[src/rtl/fpctx_pkg.sv]
package fpctx_pkg;

  localparam int NUM_REGS = 5;

  localparam int IDX_CTL = 0;
  localparam int IDX_ADR = 1;
  localparam int IDX_DST = 2;
  localparam int IDX_CPA = 3;
  localparam int IDX_NSA = 4;

  // context control bit positions
  localparam int B_LAZY_ACT  = 0;
  localparam int B_USER      = 1;
  localparam int B_THREAD    = 3;
  localparam int B_HF_RDY    = 4;
  localparam int B_MEM_RDY   = 5;
  localparam int B_BUS_RDY   = 6;
  localparam int B_MON_RDY   = 8;
  localparam int B_STK_LIM   = 9;
  localparam int B_USE_RDY   = 10;
  localparam int B_CLR_LOCK  = 27;
  localparam int B_CLR_RET   = 28;
  localparam int B_LAZY_LOCK = 29;
  localparam int B_LAZY_EN   = 30;
  localparam int B_AUTO_EN   = 31;

  localparam logic [31:0] CTL_RES0_MASK = 32'h03FF_F800;
  localparam logic [31:0] CTL_V7_KEEP   = (32'h1 << B_LAZY_ACT) | (32'h1 << B_USER)
                                        | (32'h1 << B_THREAD)   | (32'h1 << B_HF_RDY)
                                        | (32'h1 << B_MEM_RDY)  | (32'h1 << B_BUS_RDY)
                                        | (32'h1 << B_MON_RDY)  | (32'h1 << B_LAZY_EN)
                                        | (32'h1 << B_AUTO_EN);
  localparam logic [31:0] CTL_BANKED    = (32'h1 << B_LAZY_ACT) | (32'h1 << B_USER)
                                        | (32'h1 << B_THREAD)   | (32'h1 << B_MEM_RDY)
                                        | (32'h1 << B_STK_LIM)  | (32'h1 << B_USE_RDY);
  localparam logic [31:0] CTL_NS_VIS    = (32'h1 << B_LAZY_EN) | (32'h1 << B_CLR_RET)
                                        | (32'h1 << B_MON_RDY);
  localparam logic [31:0] CTL_NS_VIS_HF = (32'h1 << B_HF_RDY) | (32'h1 << B_BUS_RDY);

  localparam logic [31:0] ADR_KEEP = 32'hFFFF_FFF8;
  localparam logic [31:0] DST_KEEP = 32'h07C0_0000;
  localparam logic [31:0] CPA_KEEP = 32'h00F0_0000;
  localparam logic [31:0] NSA_KEEP = 32'h0000_0C00;

endpackage

[src/rtl/fpctx_decode.sv]
module fpctx_decode #(
  parameter int ADDR_W   = 8,
  parameter int NUM_REGS = 5
) (
  input  logic [ADDR_W-1:0]   addr,
  output logic [NUM_REGS-1:0] sel,
  output logic                unmapped
);
  localparam int STRIDE = 4;

  for (genvar i = 0; i < NUM_REGS; i++) begin : g_sel
    assign sel[i] = (addr == ADDR_W'(i * STRIDE));
  end

  assign unmapped = ~|sel;
endmodule

[src/rtl/fpctx_pair_bank.sv]
module fpctx_pair_bank #(
  parameter int          DATA_W      = 32,
  parameter logic [31:0] KEEP        = 32'hFFFF_FFFF,
  parameter bit          SECURE_ONLY = 1'b0
) (
  input  logic              clk,
  input  logic              rst_n,
  input  logic              wr_en,
  input  logic              wr_sec,
  input  logic [DATA_W-1:0] wdata,
  input  logic              rd_sec,
  output logic [DATA_W-1:0] rd_val,
  output logic [DATA_W-1:0] s_q,
  output logic [DATA_W-1:0] ns_q
);
  localparam logic [DATA_W-1:0] MASK = DATA_W'(KEEP);

  logic              s_en;
  logic [DATA_W-1:0] s_d;

  assign s_en = wr_en & wr_sec;
  assign s_d  = wdata & MASK;

  always_ff @(posedge clk or negedge rst_n) begin
    if (!rst_n)    s_q <= '0;
    else if (s_en) s_q <= s_d;
  end

  if (SECURE_ONLY) begin : g_sec_only
    assign ns_q   = '0;
    assign rd_val = rd_sec ? s_q : '0;
  end else begin : g_banked
    logic              ns_en;
    logic [DATA_W-1:0] ns_d;
    logic [DATA_W-1:0] ns_r;

    assign ns_en = wr_en & ~wr_sec;
    assign ns_d  = wdata & MASK;

    always_ff @(posedge clk or negedge rst_n) begin
      if (!rst_n)     ns_r <= '0;
      else if (ns_en) ns_r <= ns_d;
    end

    assign ns_q   = ns_r;
    assign rd_val = rd_sec ? s_q : ns_r;
  end
endmodule

[src/rtl/fpctx_ctl_bank.sv]
module fpctx_ctl_bank
  import fpctx_pkg::*;
#(
  parameter int DATA_W = 32
) (
  input  logic              clk,
  input  logic              rst_n,
  input  logic              wr_en,
  input  logic              wr_sec,
  input  logic [DATA_W-1:0] wdata,
  input  logic              rd_sec,
  input  logic              cfg_v8,
  input  logic              cfg_ns_hf,
  output logic [DATA_W-1:0] rd_val,
  output logic [DATA_W-1:0] s_q,
  output logic [DATA_W-1:0] ns_q
);
  localparam logic [DATA_W-1:0] RES0   = DATA_W'(CTL_RES0_MASK);
  localparam logic [DATA_W-1:0] V7K    = DATA_W'(CTL_V7_KEEP);
  localparam logic [DATA_W-1:0] BANKED = DATA_W'(CTL_BANKED);
  localparam logic [DATA_W-1:0] VIS    = DATA_W'(CTL_NS_VIS);
  localparam logic [DATA_W-1:0] VIS_HF = DATA_W'(CTL_NS_VIS_HF);

  logic [DATA_W-1:0] wv;
  logic [DATA_W-1:0] s_d;
  logic [DATA_W-1:0] ns_d;
  logic [DATA_W-1:0] ns_mask;

  // next-state
  always_comb begin
    wv = wdata & ~RES0;
    if (!cfg_v8) wv = wv & V7K;
    s_d  = s_q;
    ns_d = ns_q;
    if (wr_sec) begin
      s_d = wv;
    end else begin
      if (!s_q[B_LAZY_LOCK]) s_d[B_LAZY_EN] = wv[B_LAZY_EN];
      if (!s_q[B_CLR_LOCK])  s_d[B_CLR_RET] = wv[B_CLR_RET];
      if (cfg_ns_hf) begin
        s_d[B_HF_RDY]  = wv[B_HF_RDY];
        s_d[B_BUS_RDY] = wv[B_BUS_RDY];
      end
      s_d[B_MON_RDY] = wv[B_MON_RDY];
      ns_d = wv & BANKED;
    end
  end

  // registers
  always_ff @(posedge clk or negedge rst_n) begin
    if (!rst_n) begin
      s_q  <= '0;
      ns_q <= '0;
    end else if (wr_en) begin
      s_q  <= s_d;
      ns_q <= ns_d;
    end
  end

  // read merge
  assign ns_mask = cfg_ns_hf ? (VIS | VIS_HF) : VIS;
  assign rd_val  = rd_sec ? s_q : ((s_q & ns_mask) | ns_q);

  // a locked lazy-enable bit survives a non-secure write
  p_lazy_lock_r8: assert property (@(posedge clk) disable iff (!rst_n)
    (wr_en && !wr_sec && s_q[B_LAZY_LOCK]) |=> (s_q[B_LAZY_EN] == $past(s_q[B_LAZY_EN])));

  // without the HardFault opening, a non-secure write leaves bits 4 and 6 alone
  p_hf_gate_r9: assert property (@(posedge clk) disable iff (!rst_n)
    (wr_en && !wr_sec && !cfg_ns_hf) |=>
      (s_q[B_HF_RDY] == $past(s_q[B_HF_RDY]) && s_q[B_BUS_RDY] == $past(s_q[B_BUS_RDY])));

  // reserved bits never land in either copy after a write
  p_res0_r7: assert property (@(posedge clk) disable iff (!rst_n)
    wr_en |=> ((s_q & RES0) == '0 && (ns_q & RES0) == '0));
endmodule

[src/rtl/fpctx_regfile.sv]
module fpctx_regfile
  import fpctx_pkg::*;
#(
  parameter int ADDR_W = 8,
  parameter int DATA_W = 32
) (
  input  logic              clk,
  input  logic              rst_n,
  input  logic [ADDR_W-1:0] bus_addr,
  input  logic [DATA_W-1:0] bus_wdata,
  input  logic              bus_we,
  input  logic              bus_secure,
  input  logic              cfg_fp_present,
  input  logic              cfg_v8_level,
  input  logic              cfg_ns_hardfault,
  output logic [DATA_W-1:0] rd_data,
  output logic              addr_err,
  output logic [DATA_W-1:0] ctxctl_s_q,
  output logic [DATA_W-1:0] ctxctl_ns_q,
  output logic [DATA_W-1:0] ctxaddr_s_q,
  output logic [DATA_W-1:0] ctxaddr_ns_q,
  output logic [DATA_W-1:0] dfltstat_s_q,
  output logic [DATA_W-1:0] dfltstat_ns_q,
  output logic [DATA_W-1:0] cpaccess_s_q,
  output logic [DATA_W-1:0] cpaccess_ns_q,
  output logic [DATA_W-1:0] nsaccess_q
);
  logic [NUM_REGS-1:0] sel;
  logic [NUM_REGS-1:0] wen;
  logic [DATA_W-1:0]   rd_vals [NUM_REGS];
  logic [DATA_W-1:0]   nsa_s_q;
  logic [DATA_W-1:0]   nsa_ns_q;
  logic [DATA_W-1:0]   rd_sel;

  fpctx_decode #(.ADDR_W(ADDR_W), .NUM_REGS(NUM_REGS)) u_dec (
    .addr(bus_addr), .sel(sel), .unmapped(addr_err)
  );

  assign wen = sel & {NUM_REGS{bus_we & cfg_fp_present}};

  fpctx_ctl_bank #(.DATA_W(DATA_W)) u_ctl (
    .clk(clk), .rst_n(rst_n), .wr_en(wen[IDX_CTL]), .wr_sec(bus_secure),
    .wdata(bus_wdata), .rd_sec(bus_secure), .cfg_v8(cfg_v8_level),
    .cfg_ns_hf(cfg_ns_hardfault), .rd_val(rd_vals[IDX_CTL]),
    .s_q(ctxctl_s_q), .ns_q(ctxctl_ns_q)
  );

  fpctx_pair_bank #(.DATA_W(DATA_W), .KEEP(ADR_KEEP), .SECURE_ONLY(1'b0)) u_adr (
    .clk(clk), .rst_n(rst_n), .wr_en(wen[IDX_ADR]), .wr_sec(bus_secure),
    .wdata(bus_wdata), .rd_sec(bus_secure), .rd_val(rd_vals[IDX_ADR]),
    .s_q(ctxaddr_s_q), .ns_q(ctxaddr_ns_q)
  );

  fpctx_pair_bank #(.DATA_W(DATA_W), .KEEP(DST_KEEP), .SECURE_ONLY(1'b0)) u_dst (
    .clk(clk), .rst_n(rst_n), .wr_en(wen[IDX_DST]), .wr_sec(bus_secure),
    .wdata(bus_wdata), .rd_sec(bus_secure), .rd_val(rd_vals[IDX_DST]),
    .s_q(dfltstat_s_q), .ns_q(dfltstat_ns_q)
  );

  fpctx_pair_bank #(.DATA_W(DATA_W), .KEEP(CPA_KEEP), .SECURE_ONLY(1'b0)) u_cpa (
    .clk(clk), .rst_n(rst_n), .wr_en(wen[IDX_CPA]), .wr_sec(bus_secure),
    .wdata(bus_wdata), .rd_sec(bus_secure), .rd_val(rd_vals[IDX_CPA]),
    .s_q(cpaccess_s_q), .ns_q(cpaccess_ns_q)
  );

  fpctx_pair_bank #(.DATA_W(DATA_W), .KEEP(NSA_KEEP), .SECURE_ONLY(1'b1)) u_nsa (
    .clk(clk), .rst_n(rst_n), .wr_en(wen[IDX_NSA]), .wr_sec(bus_secure),
    .wdata(bus_wdata), .rd_sec(bus_secure), .rd_val(rd_vals[IDX_NSA]),
    .s_q(nsa_s_q), .ns_q(nsa_ns_q)
  );

  assign nsaccess_q = nsa_s_q | nsa_ns_q;

  always_comb begin
    rd_sel = '0;
    for (int i = 0; i < NUM_REGS; i++) begin
      if (sel[i]) rd_sel = rd_sel | rd_vals[i];
    end
  end

  assign rd_data = cfg_fp_present ? rd_sel : '0;

  // with floating point absent, a write leaves the stored copies unchanged
  p_absent_hold_r2: assert property (@(posedge clk) disable iff (!rst_n)
    !cfg_fp_present |=> ($stable(ctxctl_s_q) && $stable(ctxctl_ns_q) &&
                         $stable(ctxaddr_s_q) && $stable(nsaccess_q)));

  // an unmapped offset reads zero
  p_unmapped_zero_r3: assert property (@(posedge clk) disable iff (!rst_n)
    addr_err |-> (rd_data == '0));

  // a secure address write lands with its low three bits cleared
  p_addr_align_r10: assert property (@(posedge clk) disable iff (!rst_n)
    (cfg_fp_present && bus_we && bus_secure && bus_addr == ADDR_W'(4 * IDX_ADR)) |=>
      (ctxaddr_s_q[2:0] == 3'b000 && ctxaddr_s_q[DATA_W-1:3] == $past(bus_wdata[DATA_W-1:3])));

  // non-secure writes to the secure-only word are ignored
  p_nsa_ns_write_r12: assert property (@(posedge clk) disable iff (!rst_n)
    (bus_we && !bus_secure && bus_addr == ADDR_W'(4 * IDX_NSA)) |=> $stable(nsaccess_q));

  // non-secure reads of the secure-only word return zero
  p_nsa_ns_read_r12: assert property (@(posedge clk) disable iff (!rst_n)
    (!bus_secure && bus_addr == ADDR_W'(4 * IDX_NSA)) |-> (rd_data == '0));
endmodule

[config.mk]
export PLATFORM = sky130hd
export DESIGN_NAME = fpctx_regfile
export DESIGN_NICKNAME = d
export VERILOG_FILES = /design/src/rtl/fpctx_pkg.sv /design/src/rtl/fpctx_decode.sv /design/src/rtl/fpctx_pair_bank.sv /design/src/rtl/fpctx_ctl_bank.sv /design/src/rtl/fpctx_regfile.sv
export SDC_FILE = /design/constraint.sdc
export NUM_CORES = 1
export LEC_CHECK = 0
export ABC_AREA = 1
export ABC_CLOCK_PERIOD_IN_PS = 1100
export BUFFER_PORTS_ARGS = -buffer_cell sky130_fd_sc_hd__buf_4
export CAP_MARGIN = 5
export CORE_UTILIZATION = 30
export CTS_BUF_LIST = sky130_fd_sc_hd__clkbuf_8 sky130_fd_sc_hd__clkbuf_16
export DETAILED_ROUTE_END_ITERATION = 16
export PLACE_DENSITY_LB_ADDON = 0.12
export SETUP_SLACK_MARGIN = 0.4
export SLEW_MARGIN = 15
export SYNTH_ARGS = -nofsm -noshare
export SYNTH_HDL_FRONTEND = slang
export SYNTH_HIERARCHICAL = 1
export SYNTH_SLANG_ARGS = --single-unit
[constraint.sdc]
create_clock -name clk -period 1.1 [get_ports clk]
set_clock_uncertainty 0.05 [all_clocks]
set_input_delay 0 -clock clk [delete_from_list [all_inputs] [get_ports clk]]
set_output_delay 0 -clock clk [all_outputs]
set_load 0.005 [all_outputs]
==> reports/qor.yml <==
outcome:
  outcome: "complete, but fails checks"
  failed_checks: "hold timing, setup timing"
placement:
  gp_congestion: 0.803
  io_buffers: 180
  dpl_cell_area_um2: 10400
  detailed_place_hpwl_um: 19900
  dp.cells: 1950
clocking:
  clk_pin_slew_ns: 0.08
  cts_max_level: 3
  cts_sinks: 101
  cts_root_buf: "clkbuf_16"
  worstSkewPairLatency_ns: 0.36
  cts_buffer_depth: 2
  cts_buffers: 9
  cts_tree: "built"
  hold_buffers: 33
setup_path:
  critical_path.slowest_cell: "dfrtp_1"
  crit_fanout: 2
  crit_chain: "inv_1 -> o21ai_0 -> nand2_1 -> nand2_1 -> nor2_2 -> nor2_2 -> buf_4"
  reg2reg_depth: 6
  reg2reg_from: "u_dst/ns_q[25]$_DFFE_PN0P_"
  worst-path-buf-inv: 2
  crit_path_start_kind: "flop"
  cp-end-kind: "output port"
  timing_worst_setup_path_type: "reg2out"
  crit_family: "flip-flops"
  r2r_end: "u_dst/ns_q[25]$_DFFE_PN0P_"
  worst-r2r-setup-slack_ns: -0.01
  worst_ep_arrival_time_ns: 1.41
  crit_path_max_incr_delay_ns: 0.37
  critical_path_required_ns: 1.05
run:
  drv_cap: 0
global_route:
  grt_usage: 0.180
  grt_pass1_vias: 7348
  grt_max_degree: 39
  use_met3: 0.0319
  grtUsageMet1: 0.236
  top_usage_layer: "met2"
  grt_remaining_overflow: 0
  grt_pass1_wl_um: 42200
  use_met2: 0.311
  antenna_found_initial: 2
final_layout:
  drive_gt1_frac: 0.417
  area_growth_pct: 58.4
  stdcell_area_um2: 14100
  fin_nets: 1792
  final_cells: 2135
min_path:
  hold_path_end: "u_ctl/s_q[29]$_DFFE_PN0P_"
  min_from: "cfg_v8_level"
  whs_path_depth: 3
  hold_path.class: "in2reg"
sta:
  drv_slew: 0
  setup_ws_ns: -0.362
  setup_viol: 151
  period_minus_slack_ns: 1.46
  hold_slack_ns: -0.0962
  tns_ns: -24.94
  rsz0062_at_grt: "yes"
  fin_crit_sh: 1.33
  finalHoldViolCount: 14
  fmax_mhz: 684
power:
  power_frac_clock: 0.377
  p_comb_frac: 0.183
  sequentialPowerShare: 0.440
  power_density_nw_per_um2: 614
  sw_frac_of_total: 0.287
  p_switching_mw: 2.49
  p_int_mw: 6.16
  ir_worst_vdd_mv: 0.794
  p_leak_nw: 7.54
drt:
  drt_iter0_markers: 347
  firstDrtPassIters: 5
  remaining_drc_errors: 0
  wire_per_inst_um: 14.1
  drt_wl_total_um: 30100
  drt.antenna.violating_nets: 0
  vias: 8486
  viasPerCell: 3.97
logic_synthesis:
  ys.flop_type: "dfrtp_1"
  ys_seq_area_frac: 0.284
  yosysMostFrequentCell: "nand2_1"
  ys_types: 22
  synth.avg_cell_area_um2: 6.77
  synth.area.top_cells: "dfrtp_1 (28%), buf_4 (28%), nand2_1 (19%)"
  synth_warnings: 6
  netlist.area_leader.share: 0.284
  yosys.area.top_type: "dfrtp_1"
  synthArstFlopShare: 1.00
  syn_inst: 1313
  synth_edf_count: 0
  synthTopCellsByCount: "nand2_1 (462), buf_4 (331), nand3_1 (118)"
  synth_seq_cells: 101
  synth_area_um2: 8890
floorplan:
  fp-row-count: 62
  die-area_um2: 30300
  fp.dieH_um: 174
  core_area_um2: 28900
  start_util: 0.307
  chipWidth_um: 174
  ioPinCount: 368
==> final cells by class <==
cell class	instances	area, µm²
diodes	1	2.50
clock inverters	5	43.8
inverters	69	264
multi-input cells	1082	5440
repair buffers	482	5080
fillers	2878	14800
clock buffers	11	253
flip-flops and latches	101	2530
well taps	384	480
==> logic make-up (layout without fill, tap and decap cells) <==
| logic type | after synthesis | in the layout | synth area share |
|---|---|---|---|
| DFF | 101 | 101 | 0.284 |
| other | 5 | 323 | 0.00211 |
| AOI/OAI and AO/OA | 58 | 58 | 0.0349 |
| buffers and inverters | 451 | 567 | 0.355 |
| and+or+nand+nor | 698 | 702 | 0.324 |
==> worst max-delay path by stage <==
stage                                           from  slack (ns)  depth (start not counted)                         to
after floorplan                          bus_addr[4]       -0.28                         12  u_ctl/s_q[30]$_DFFE_PN0P_
after global placement                   bus_addr[1]       -0.42                         11  u_ctl/s_q[28]$_DFFE_PN0P_
after detailed placement                 bus_addr[4]       -0.45                         10  u_ctl/s_q[26]$_DFFE_PN0P_
after CTS                 u_adr/ns_q[11]$_DFFE_PN0P_       -0.35                          7                rd_data[11]
after global routing       u_adr/s_q[31]$_DFFE_PN0P_       -0.45                          7                rd_data[31]
final                     u_adr/ns_q[23]$_DFFE_PN0P_       -0.36                          7                rd_data[23]
==> per-layer routing <==
metal	vias to the layer above	share of wire
met4	2	0.012
li1	4257	-
met5	-	0.00033
met1	3920	0.44
met3	25	0.049
met2	282	0.50
==> flip-flops by register name (all words and copies together), names as in the netlist <==
register,flops
u_adr/ns_q,29
u_dst/s_q,5
u_cpa/s_q,4
u_cpa/ns_q,4
u_ctl/ns_q,6
u_nsa/s_q,2
u_ctl/s_q,17
u_adr/s_q,29
u_dst/ns_q,5
==> cells in the final DEF (no fill, tap or decap), drive strengths merged <==
cell type	n
clkinvlp	2
nand3	118
buf	442
dlygate4sd3	33
inv	70
conb	322
dfrtp	101
or2	33
clkbuf	18
diode	1
o21a	2
nand2	470
o21ai	56
nor2	81
clkinv	2
==> repair_timing <==
item | CTS | global route
gates cloned | 8 | 10
pin swaps | 73 | 104
gates resized for setup | 266 | 265
buffers inserted | 46 | 71
setup endpoints to repair | 235 | 268
hold endpoints to repair | 202 | 11
==> metrics by stage <==
stage	util	hold WS, ns	worst slack (ns)	total power, mW
6_report	0.487	-0.0962	-0.362	8.65
5_1_grt	0.487	-0.0947	-0.448	9.04
4_1_cts	0.429	-0.0983	-0.351	8.55
3_5_place_dp	0.358	-0.134	-0.449	5.03
3_3_place_gp	0.358	-0.138	-0.425	5.03
2_1_floorplan	-	-0.346	-0.275	5.17
==> power groups by stage <==
stage	Combinational (mW)	Clock (mW)	Sequential, mW
after floorplan	1.29	0	3.88
after global placement	1.15	0	3.87
after detailed placement	1.15	0	3.87
after CTS	1.41	3.34	3.80
after global routing	1.74	3.48	3.81
final	1.58	3.26	3.81
==> worst reg2reg max path: cells and delay by family (launching register included) <==
family,cells,cell delay (ns)
buffers and inverters,4,0.45
AND/OR/NAND/NOR,2,0.09
flip-flops,1,0.41
Note: power is estimated with default switching activity, not from simulation.
